File: src/rtl/usb_rxs_pkg.sv
package usb_rxs_pkg;

  typedef struct packed {
    logic err;
    logic setup;
    logic toggle;
    logic last;
  } rxs_flags_t;

  localparam int unsigned FLAGS_W = 4;

endpackage

File: src/rtl/usb_rxs_count_sat.sv
module usb_rxs_count_sat #(
  parameter int unsigned IN_W  = 7,
  parameter int unsigned OUT_W = 4
) (
  input  logic [IN_W-1:0]  level,
  output logic [OUT_W-1:0] count
);

  generate
    if (IN_W > OUT_W) begin : g_sat
      localparam logic [IN_W-1:0] LIM = IN_W'((1 << OUT_W) - 1);
      assign count = (level > LIM) ? {OUT_W{1'b1}} : level[OUT_W-1:0];
    end else begin : g_pass
      assign count = OUT_W'(level);
    end
  endgenerate

endmodule

File: src/rtl/usb_rxs_apply.sv
module usb_rxs_apply
  import usb_rxs_pkg::*;
(
  input  rxs_flags_t base,
  input  logic       hit,
  input  logic       iso,
  input  logic       data1,
  input  logic       zlen,
  input  logic       setup,
  input  logic       err,
  input  logic       frame_lsb,
  output rxs_flags_t nxt
);

  always_comb begin
    nxt = base;
    if (hit) begin
      if (err) begin
        nxt.err = 1'b1;
      end else begin
        nxt.last  = 1'b1;
        nxt.setup = base.setup | setup;
        if (iso)
          nxt.toggle = frame_lsb;
        else if (!zlen)
          nxt.toggle = data1;
      end
    end
  end

endmodule

File: src/rtl/usb_rx_status_reg.sv
module usb_rx_status_reg
  import usb_rxs_pkg::*;
#(
  parameter int unsigned LEVEL_W = 7,
  parameter int unsigned CNT_W   = 4
) (
  input  logic               clk,
  input  logic               rst,
  input  logic               evt_valid,
  input  logic               evt_data1,
  input  logic               evt_zlen,
  input  logic               evt_setup,
  input  logic               evt_err,
  input  logic               evt_frame_lsb,
  input  logic               iso_mode,
  input  logic [LEVEL_W-1:0] fifo_level,
  input  logic               rd_stb,
  output logic [FLAGS_W+CNT_W-1:0] rd_data
);

  localparam int unsigned DATA_W  = FLAGS_W + CNT_W;
  localparam int          CNT_MAX = (1 << CNT_W) - 1;

  rxs_flags_t prim_r, q_r;
  logic       q_valid, zl_pend;

  rxs_flags_t base_p, base_q, nxt_p, nxt_q;
  logic       base_qv, base_zl, to_q, to_p;
  logic [CNT_W-1:0] cnt_sat;

  // Read first: the base state is either held, promoted or cleared
  always_comb begin
    if (rd_stb) begin
      base_p  = q_valid ? q_r : '0;
      base_q  = '0;
      base_qv = 1'b0;
      base_zl = 1'b0;
    end else begin
      base_p  = prim_r;
      base_q  = q_r;
      base_qv = q_valid;
      base_zl = zl_pend;
    end
    to_q = evt_valid &&
           (base_qv || (base_zl && evt_setup && !evt_zlen && !evt_err));
    to_p = evt_valid && !to_q;
  end

  usb_rxs_apply u_app_p (
    .base(base_p), .hit(to_p), .iso(iso_mode), .data1(evt_data1),
    .zlen(evt_zlen), .setup(evt_setup), .err(evt_err),
    .frame_lsb(evt_frame_lsb), .nxt(nxt_p)
  );

  usb_rxs_apply u_app_q (
    .base(base_q), .hit(to_q), .iso(iso_mode), .data1(evt_data1),
    .zlen(evt_zlen), .setup(evt_setup), .err(evt_err),
    .frame_lsb(evt_frame_lsb), .nxt(nxt_q)
  );

  usb_rxs_count_sat #(.IN_W(LEVEL_W), .OUT_W(CNT_W)) u_sat (
    .level(fifo_level), .count(cnt_sat)
  );

  always_ff @(posedge clk) begin
    if (rst) begin
      prim_r  <= '0;
      q_r     <= '0;
      q_valid <= 1'b0;
      zl_pend <= 1'b0;
      rd_data <= '0;
    end else begin
      prim_r  <= nxt_p;
      q_r     <= nxt_q;
      q_valid <= base_qv | to_q;
      zl_pend <= (to_p && !evt_err) ? evt_zlen : base_zl;
      if (rd_stb)
        rd_data <= {prim_r, cnt_sat};
    end
  end

  AST_RESET_CLEAR: assert property (@(posedge clk)
    rst |=> (rd_data == '0) && !q_valid);

  AST_COUNT_SAT: assert property (@(posedge clk) disable iff (rst)
    rd_stb |=> (int'(rd_data[CNT_W-1:0]) ==
      ((int'($past(fifo_level)) > CNT_MAX) ? CNT_MAX : int'($past(fifo_level)))));

  AST_READ_CLEARS: assert property (@(posedge clk) disable iff (rst)
    (rd_stb && !evt_valid && !q_valid) |=> (prim_r == '0));

  AST_ERR_SETS: assert property (@(posedge clk) disable iff (rst)
    (evt_valid && evt_err && !q_valid) |=> prim_r.err);

  AST_QUEUE_SETUP: assert property (@(posedge clk) disable iff (rst)
    $rose(q_valid) |-> (q_r.setup && !q_r.err));

  AST_QUEUE_BEHIND_ZLEN: assert property (@(posedge clk) disable iff (rst)
    q_valid |-> zl_pend);

  AST_OUT_HOLD: assert property (@(posedge clk) disable iff (rst)
    !rd_stb |=> $stable(rd_data));

  initial begin
    AST_WIDTH: assert (DATA_W == 8);
  end

endmodule

File: config.mk
export PLATFORM = sky130hd
export DESIGN_NAME = usb_rx_status_reg
export DESIGN_NICKNAME = d
export VERILOG_FILES = /design/src/rtl/usb_rxs_pkg.sv /design/src/rtl/usb_rxs_count_sat.sv /design/src/rtl/usb_rxs_apply.sv /design/src/rtl/usb_rx_status_reg.sv
export SDC_FILE = /design/constraint.sdc
export NUM_CORES = 1
export LEC_CHECK = 0
export BUFFER_PORTS_ARGS = -buffer_cell sky130_fd_sc_hd__buf_2
export CAP_MARGIN = 0
export CORE_MARGIN = 10
export CORE_UTILIZATION = 25
export DETAILED_ROUTE_END_ITERATION = 12
export GPL_TIMING_DRIVEN = 0
export SYNTH_ARGS = -nofsm -noshare
export SYNTH_HDL_FRONTEND = slang
export SYNTH_SLANG_ARGS = --single-unit
File: constraint.sdc
create_clock -name clk -period 1.25 [get_ports clk]
set_input_delay 0.3125 -clock clk [delete_from_list [all_inputs] [get_ports clk]]
set_output_delay 0.3125 -clock clk [all_outputs]
set_load 0.02 [all_outputs]
Word-level counts from Yosys, hierarchy flattened
Index checks and enable logic that the tools add are counted.

Register bits after elaboration: 18. Input port bits: 17. Output and inout bits: 8. Word-level logic and storage cells: 42.

Magnitude comparators: 1. Multiplexer cells: 17. Bitwise gates (word level): 3. Reduce and logical (&&, ||, !) cells: 10.

Operator list (count): $mux 4 (6); $mux 1 (9); $gt 7x4->1 const B (1); $logic_and 1x1->1 (6); $mux 3 (2); $logic_not 1->1 (3); $or 1x1->1 (3); $logic_or 1x1->1 (1).

Depth between registers and ports, before layout
Gate-level depths: netlist of the first run.

Depth after elaboration: 10. Depth in mapped cells: 5. Gate-level depth less buffers: 4.

Cells and area by module
From an unflattened synthesis of the first run, not the netlist that was laid out.

Cells, all modules: 100. Area total of the unflattened synthesis: 899.6 µm².

By module, submodules not included: usb_rx_status_reg (instances 1, cells an instance 76, area an instance 724.4 µm², seq. area each 360.3 µm²); usb_rxs_apply (instances 2, cells an instance 10, area an instance 72.6 µm², seq. area each 0.0 µm²); usb_rxs_count_sat (instances 1, cells an instance 4, area an instance 30.0 µm², seq. area each 0.0 µm²).

Worst setup path before layout of the first run
OpenSTA, ideal clock, no wires.

Path kind: input port to flip-flop. Start point: input port evt_zlen. End point: register q_r[1] (netlist name). Setup time: 0.096 ns. Data arrival time: 1.216 ns. Required time: 1.154 ns. Setup slack: -0.062 ns. Stages: 4. Path through: and3b_2 > nor2_2 > or3_4 > o41ai_2.

Word-level cells in the longest chain between the ends: 6. Elaborated cells between the ends (all ways): 9. Classes of those cells: mux (4); reduce/logical (5).

RTL lines: start, declared (line usb_rx_status_reg.sv:11) `input logic evt_zlen,`; $logic_not 1->1; $logic_and 1x1->1 (2 in a row) (line usb_rx_status_reg.sv:45) `(base_qv || (base_zl && evt_setup && !evt_zlen && !evt_err));`; $logic_or 1x1->1 (line usb_rx_status_reg.sv:45); $logic_and 1x1->1 (line usb_rx_status_reg.sv:44) `to_q = evt_valid &&`; $mux 4 * (line usb_rxs_apply.sv:17) `if (hit) begin`; end signal, assigned (line usb_rx_status_reg.sv:74) `q_r <= nxt_q;`; end, declared (line usb_rx_status_reg.sv:24) `rxs_flags_t prim_r, q_r;`.

Every way passes the cells marked *; elsewhere a longest branch is shown, timed or not. A chain may end at the register's enable or synchronous reset.

Final worst setup path of the first run
Start point: register zl_pend. End point: register q_r[1] (netlist name).

Word-level cells in the longest chain between the ends: 7.

RTL lines: start, declared (line usb_rx_status_reg.sv:25) `logic q_valid, zl_pend;`; start signal, assigned (line usb_rx_status_reg.sv:76) `zl_pend <= (to_p && !evt_err) ? evt_zlen : base_zl;`; $mux 1 (line usb_rx_status_reg.sv:33) `if (rd_stb) begin`; $logic_and 1x1->1 (3 in a row) (line usb_rx_status_reg.sv:45); $logic_or 1x1->1 (line usb_rx_status_reg.sv:45); $logic_and 1x1->1 (line usb_rx_status_reg.sv:44); $mux 4 (line usb_rxs_apply.sv:17).

No other way between the ends.

==> metrics.md, run 1 <==
| Metric | Value |
|---|---|
| Outcome | finished, final reports clean |
| Clock Path Buffers | 2 |
| Setup crit start kind | flip-flop |
| Register area share after synthesis | 0.464 |
| CTS H-tree lvls | 1 |
| Remaining DRCs | 0 |
| Clk_lat worst skew | 290 ps |
| Die Y | 75.8 um |
| # setup viols final | 0 |
| TritonCTS Buffers | 3 |
| P&R area growth vs syn | 28.3% |
| Via density | 5.06 |
| Vias | 724 |
| Worst-case clock skew | 1.90 ps |
| Mapped cell area | 777 um2 |
| CTS Root Cell | clkbuf_4 |
| Most common cell in the netlist | dfxtp_1 |
| Synth top area cells | dfxtp_1 (46%), o221a_2 (5.8%), a21oi_1 (5.2%) |
| Setup crit end kind | flip-flop |
| FMAX | 812 MHz |
| CP Data Required Time | 1460 ps |
| Top cells by count, synth | dfxtp_1 (18), a21oi_1 (8), nor2_1 (7), nand2_1 (5) |
| Synth Register Bits | 18 |
| Max-slew violation count | 0 |
| Placement Rows | 20 |
| Number of global-route vias before repair | 734 |
| WL/cell | 14.2 um |
| Die Wd | 75.8 um |
| Pin count of the biggest net entering global routing | 11 |
| Pre-antenna DRT Iters | 4 |
| Placed cell area | 942 um2 |
| GRT overflow | 0 |
| Detailed-route wire length | 2030 um |
| Leakage | 0.425 nW |
| Worst Path Max Fanout | 5 |
| WP data arrival | 1440 ps |
| Number of antenna violations at the first check in global routing | 0 |
| Total GRT Usage | 0.0712 |
| Initial Util | 0.259 |
| Layout Nets | 128 |
| Synth cell types | 31 |
| Mapped Cells | 81 |
| Final worst path period share | 0.985 |
| DRT iter0 DRCs | 14 |
| Mean Syn Cell Area | 9.59 um2 |
| Clock sink total | 18 |
| PD cells | 1130 nW/um2 |
| Slew headroom | 0.710 |
| Global-route wire length before repair | 3210 um |
| Final Hold Viols | 0 |
| Core footprint | 3000 um2 |
| Mapped Nets | 98 |
| I/O Pins | 25 |
| Hold-fix buffers, CTS | 0 |
| RePlAce Congestion | 0.794 |
| Warnings, synthesis | 0 |
| Crit Path Class | reg -> reg |
| RSZ-0062 raised after global routing | true |
| Fin crit period | 1230 ps |
| DP Wirelength | 1560 um |
| Design Area, Final | 997 um2 |
| Buffers on Ports | 24 |
| Total die area | 5740 um2 |
| Primary FF master, synth | dfxtp_1 |
| Dominant cell type by area after synthesis | dfxtp_1 |
| Asr flop ratio synth | 0 |
| Antenna cells | 0 |
| Fillers | 322 |
| Worst Hold Class | in -> reg |
| DRT antenna net count | 0 |
| Sum Neg Setup Slack | 0 ps |
| Worst VDD drop | 0.290 mV |
| EDFF count, synth | 0 |
| Worst-path clk slew | 100 ps |
| Layout cells sized above 1 | 0.400 |
| Max-Cap Viols | 0 |
| CTS tree | yes |
| Slew at the pin closest to its max-slew limit | 436 ps |
| Top cell type's share of synthesized area | 0.464 |
==> per-stage QoR <==
stage | worst slack, ps | cells | util | power [mW] | hold WS (ps)
finish | 18.4 | 143 | 0.332 | 1.13 | 254
global route | -34.2 | 143 | 0.332 | 1.17 | 271
CTS | 4.81 | 142 | 0.326 | 1.14 | 240
detailed placement | -287 | 138 | 0.314 | 0.776 | 466
global placement | -260 | 138 | 0.314 | 0.773 | 456
floorplan | -62.1 | 81 | - | 0.709 | 391
==> layout make-up <==
cell class	count	area, um2	share of cell area
buffer	4	25.0	0.0251
clock buffer	4	36.3	0.0364
inverter	3	11.3	0.0113
multi-input combinational	56	394	0.395
sequential	18	362	0.363
tap	33	41.3	0.0414
timing repair buffer	25	128	0.128
==> where the power goes <==
part	switching [mW]	internal (mW)
Sequential	0.0107	0.597
Combinational	0.0891	0.0685
Clock	0.183	0.178
Total	0.283	0.843
==> state kept, by name, indices dropped and copies added, names as in the netlist <==
register	count
rd_data	8
zl_pend	1
prim_r	4
q_r	4
q_valid	1
==> cells by family (layout without fill, tap and decap cells) <==
kind of cell    Yosys count  in the layout  share of synthesized area
buf+inv                   7             36                     0.0419
simple gates             26             26                      0.177
flops                    18             18                      0.464
mux                       4              4                     0.0515
compound gates           26             26                      0.266
==> per-layer routing <==
layer / GRT usage / vias to the layer above / part of all wire
met2: 0.114 / 22 / 0.45
met1: 0.0764 / 338 / 0.44
met4: 0.0351 / 0 / 0.0079
li1: - / 360 / -
met3: 0.0352 / 4 / 0.10
met5: 0 / - / 0
==> cell usage in the layout, fill, tap and decap left out, types with 2 or more instances in the layout <==
master / n
nand2b_1: 2
nor2b_1: 3
nor3_1: 2
mux2i_1: 4
o221a_2: 4
nor2_1: 7
buf_2: 26
nand2_1: 5
nand3_1: 2
dfxtp_1: 17
inv_1: 2
a21oi_1: 8
o21a_1: 3
clkbuf_4: 3
==> critical path: stages, from the launching register on <==
cell	delay, ps
dfxtp_2	340
and3b_2	200
nor2_2	60
or3_4	350
o41ai_2	200
==> final timing paths <==
check | from | endpoint | slack, ps | cells after the start
worst max-delay path | zl_pend$_SDFF_PP0_ | q_r[1]$_SDFF_PP0_ | 20 | 4
worst max register to register | zl_pend$_SDFF_PP0_ | q_r[1]$_SDFF_PP0_ | 20 | 4
worst min-delay path | rst | prim_r[1]$_SDFF_PP0_ | 250 | 2
worst min register to register | q_r[2]$_SDFF_PP0_ | q_r[2]$_SDFF_PP0_ | 490 | 2
==> repair_timing <==
action	CTS	global route
setup buffers	0	1
gates resized for setup	0	3
pin swaps	3	0
setup endpoints to repair	2	2
(Power assumes the default switching activity.)
==> run 2: changes to the inputs <==
Settings changed: ABC_AREA from default to 1.
==> run 2 against run 1 <==
Hold slack better by 16 ps. Maximum frequency increased by 9.8%. Critical path depth shrank 3. Clock power grew 2%. Combinational power grew 4%. Global-route usage shrank 0.069 points. Core utilization decreased by 0.32 points. Critical path type is now reg -> out. Wire length fell by 2.4%. Flip-flop and latch count did not move. Cell area down 0.13%. Die area rose by 1.2%.
==> metrics.md, run 2 <==
| Metric | Value |
|---|---|
| Crit-path max cell delay | 340 ps |
| Reg2Reg Capture Point | q_r[1]$_SDFF_PP0_ |
| Max reg flops | 8 |
| Dpl ws | 51.1 ps |
| Remaining DRCs | 0 |
| Primary FF master, synth | dfxtp_1 |
| Worst-path clk slew | 110 ps |
| Hold_sp | fifo_level[0] |
| Worst-case clock skew | 11.8 ps |
| Die Y | 76.2 um |
| # setup viols final | 0 |
| Crit Path Class | reg -> out |
| DRT antenna net count | 0 |
| Mean Syn Cell Area | 7.24 um2 |
| Warnings, synthesis | 0 |
| Crit-path cells | buf_2 |
| Synth top area cells | dfxtp_1 (46%), nand2_1 (11%), nor2_1 (10%) |
| Hold-fix buffers, CTS | 0 |
| Antenna cells | 0 |
| PostCTS Resize Cnt | 0 |
| Most common cell in the netlist | nand2_1 |
| Core footprint | 3030 um2 |
| Delay-heaviest family, CP | flip-flops |
| Largest Register | rd_data |
| PD cells | 1150 nW/um2 |
| Worst Path Max Fanout | 2 |
| Pre-antenna DRT Iters | 4 |
| Max-slew violation count | 0 |
| WP data arrival | 810 ps |
| FMAX | 892 MHz |
| Clk_lat worst skew | 300 ps |
| Initial Util | 0.261 |
| Placed cell area | 960 um2 |
| Placed Cells | 176 |
| Clock sink total | 18 |
| CTS Root Cell | clkbuf_4 |
| Worst R2R Setup Slack | 200 ps |
| Hold path depth | 3 |
| Final worst path period share | 0.897 |
| Fillers | 330 |
| Total power | 1.14 mW |
| Slowest library cell on the worst path | dfxtp_1 |
| Pin count of the biggest net entering global routing | 11 |
| Die Wd | 76.2 um |
| Most frequent cells in the layout | buf_2 (25), nand2_1 (23), nor2_1 (22) |
| Buffers on Ports | 23 |
| R2R cell count | 8 |
| RSZ-0062 raised after global routing | false |
| Register area share after synthesis | 0.456 |
| Slew at the pin closest to its max-slew limit | 457 ps |
| Vias | 769 |
| Synth Register Bits | 18 |
| Number of global-route vias before repair | 776 |
| Leakage | 0.470 nW |
| Detailed-route wire length | 1980 um |
| Setup crit end kind | output pin |
| Number of antenna violations at the first check in global routing | 0 |
| GRT overflow | 0 |
| Worst Hold Class | in -> reg |
| Post-CTS setup buffer count | 0 |
| Outcome | finished, final reports clean |
| Fin crit period | 1120 ps |
| Design Area, Final | 996 um2 |
| Worst hold endpoint | rd_data[0]$_SDFFE_PP0P_ |
| Setup crit start kind | flip-flop |
| Global-route wire length before repair | 3450 um |
| WP depth | 1 |
| Synth cell types | 19 |
| Max-Cap Viols | 0 |
| Dominant cell type by area after synthesis | dfxtp_1 |
| Reg-to-Reg Start | zl_pend$_SDFF_PP0_ |
| CTS tree | yes |
| Top cell type's share of synthesized area | 0.456 |
| Asr flop ratio synth | 0 |
| Final Hold Viols | 0 |
| WL/cell | 11.0 um |
| Post-layout instance count excluding filler cells | 180 |
| EDFF count, synth | 0 |
| RePlAce Congestion | 0.757 |
| Sum Neg Setup Slack | 0 ps |
| CP Data Required Time | 940 ps |
| Layout Nets | 154 |
| Commonest non-fill, non-tap cell in the layout | buf_2 |
| Placement Rows | 20 |
| CTS H-tree lvls | 1 |
| Top cells by count, synth | nand2_1 (23), nor2_1 (22), dfxtp_1 (18), a21oi_1 (8), nand3_1 (8) |
| I/O Pins | 25 |
| DRT iter0 DRCs | 36 |
| Slew headroom | 0.693 |
| Via density | 4.27 |
| Sum of buffers and inverters on the critical path | 1 |
| Mapped cell area | 790 um2 |
| Total die area | 5810 um2 |
| Mapped Nets | 126 |
| DP Wirelength | 1550 um |
| Clock Path Buffers | 2 |
| Regs by FF count | rd_data: 8 flops, prim_r: 4 flops, q_r: 4 flops |
| Layout cells sized above 1 | 0.265 |
| Worst VDD drop | 0.230 mV |
| Mapped Cells | 109 |
| TritonCTS Buffers | 3 |
| P&R area growth vs syn | 26.1% |
| Final setup margin | 128 ps |
| Total GRT Usage | 0.0706 |
[run 2: layout make-up]
class / instances / area (um2) / area share
Multi-Input combinational cell: 80 / 378 / 0.379
Buffer: 4 / 25.0 / 0.0251
Sequential cell: 18 / 360 / 0.362
Tap cell: 44 / 55.1 / 0.0553
Clock buffer: 4 / 36.3 / 0.0364
Timing Repair Buffer: 23 / 115 / 0.116
Inverter: 7 / 26.3 / 0.0264
[run 2: through the flow]
stage                      util  hold slack [ps]
after floorplan               -              445
after global placement    0.317              456
after detailed placement  0.317              461
after CTS                 0.329              275
after global routing      0.329              303
final                     0.329              270
[run 2: worst reg2reg max path: stages, from the launching register on]
cell and delay [ps]:
dfxtp_1 320, inv_1 30, nor2_1 150, nand3_1 110, nand2_2 100, nand3_2 100, nand2_1 70, nand2_1 40
nor2_1 80
[run 2: power by group]
group	internal, mW	total (mW)	switching (mW)
clock network	0.178	0.368	0.190
registers	0.599	0.610	0.0105
logic	0.0619	0.165	0.103
[run 2: worst max-delay path by stage]
stage,from,endpoint
after floorplan,evt_err,q_r[1]$_SDFF_PP0_
after global placement,rd_stb,q_r[1]$_SDFF_PP0_
after detailed placement,rd_stb,q_r[1]$_SDFF_PP0_
after CTS,rd_data[0]$_SDFFE_PP0P_,rd_data[0]
after global routing,zl_pend$_SDFF_PP0_,q_r[1]$_SDFF_PP0_
final,rd_data[0]$_SDFFE_PP0P_,rd_data[0]
[run 2: per-layer routing]
layer	wire length (um)	part of all wire	GRT usage
met1	919	0.46	0.0810
met2	857	0.43	0.112
met3	172	0.087	0.0307
met4	33	0.017	0.0279
met5	0	0	0
[run 2: cells by family after synthesis]
kind of cell    Yosys count  synth area share
buf+inv                  11            0.0650
compound gates           21             0.138
flops                    18             0.456
simple gates             59             0.341
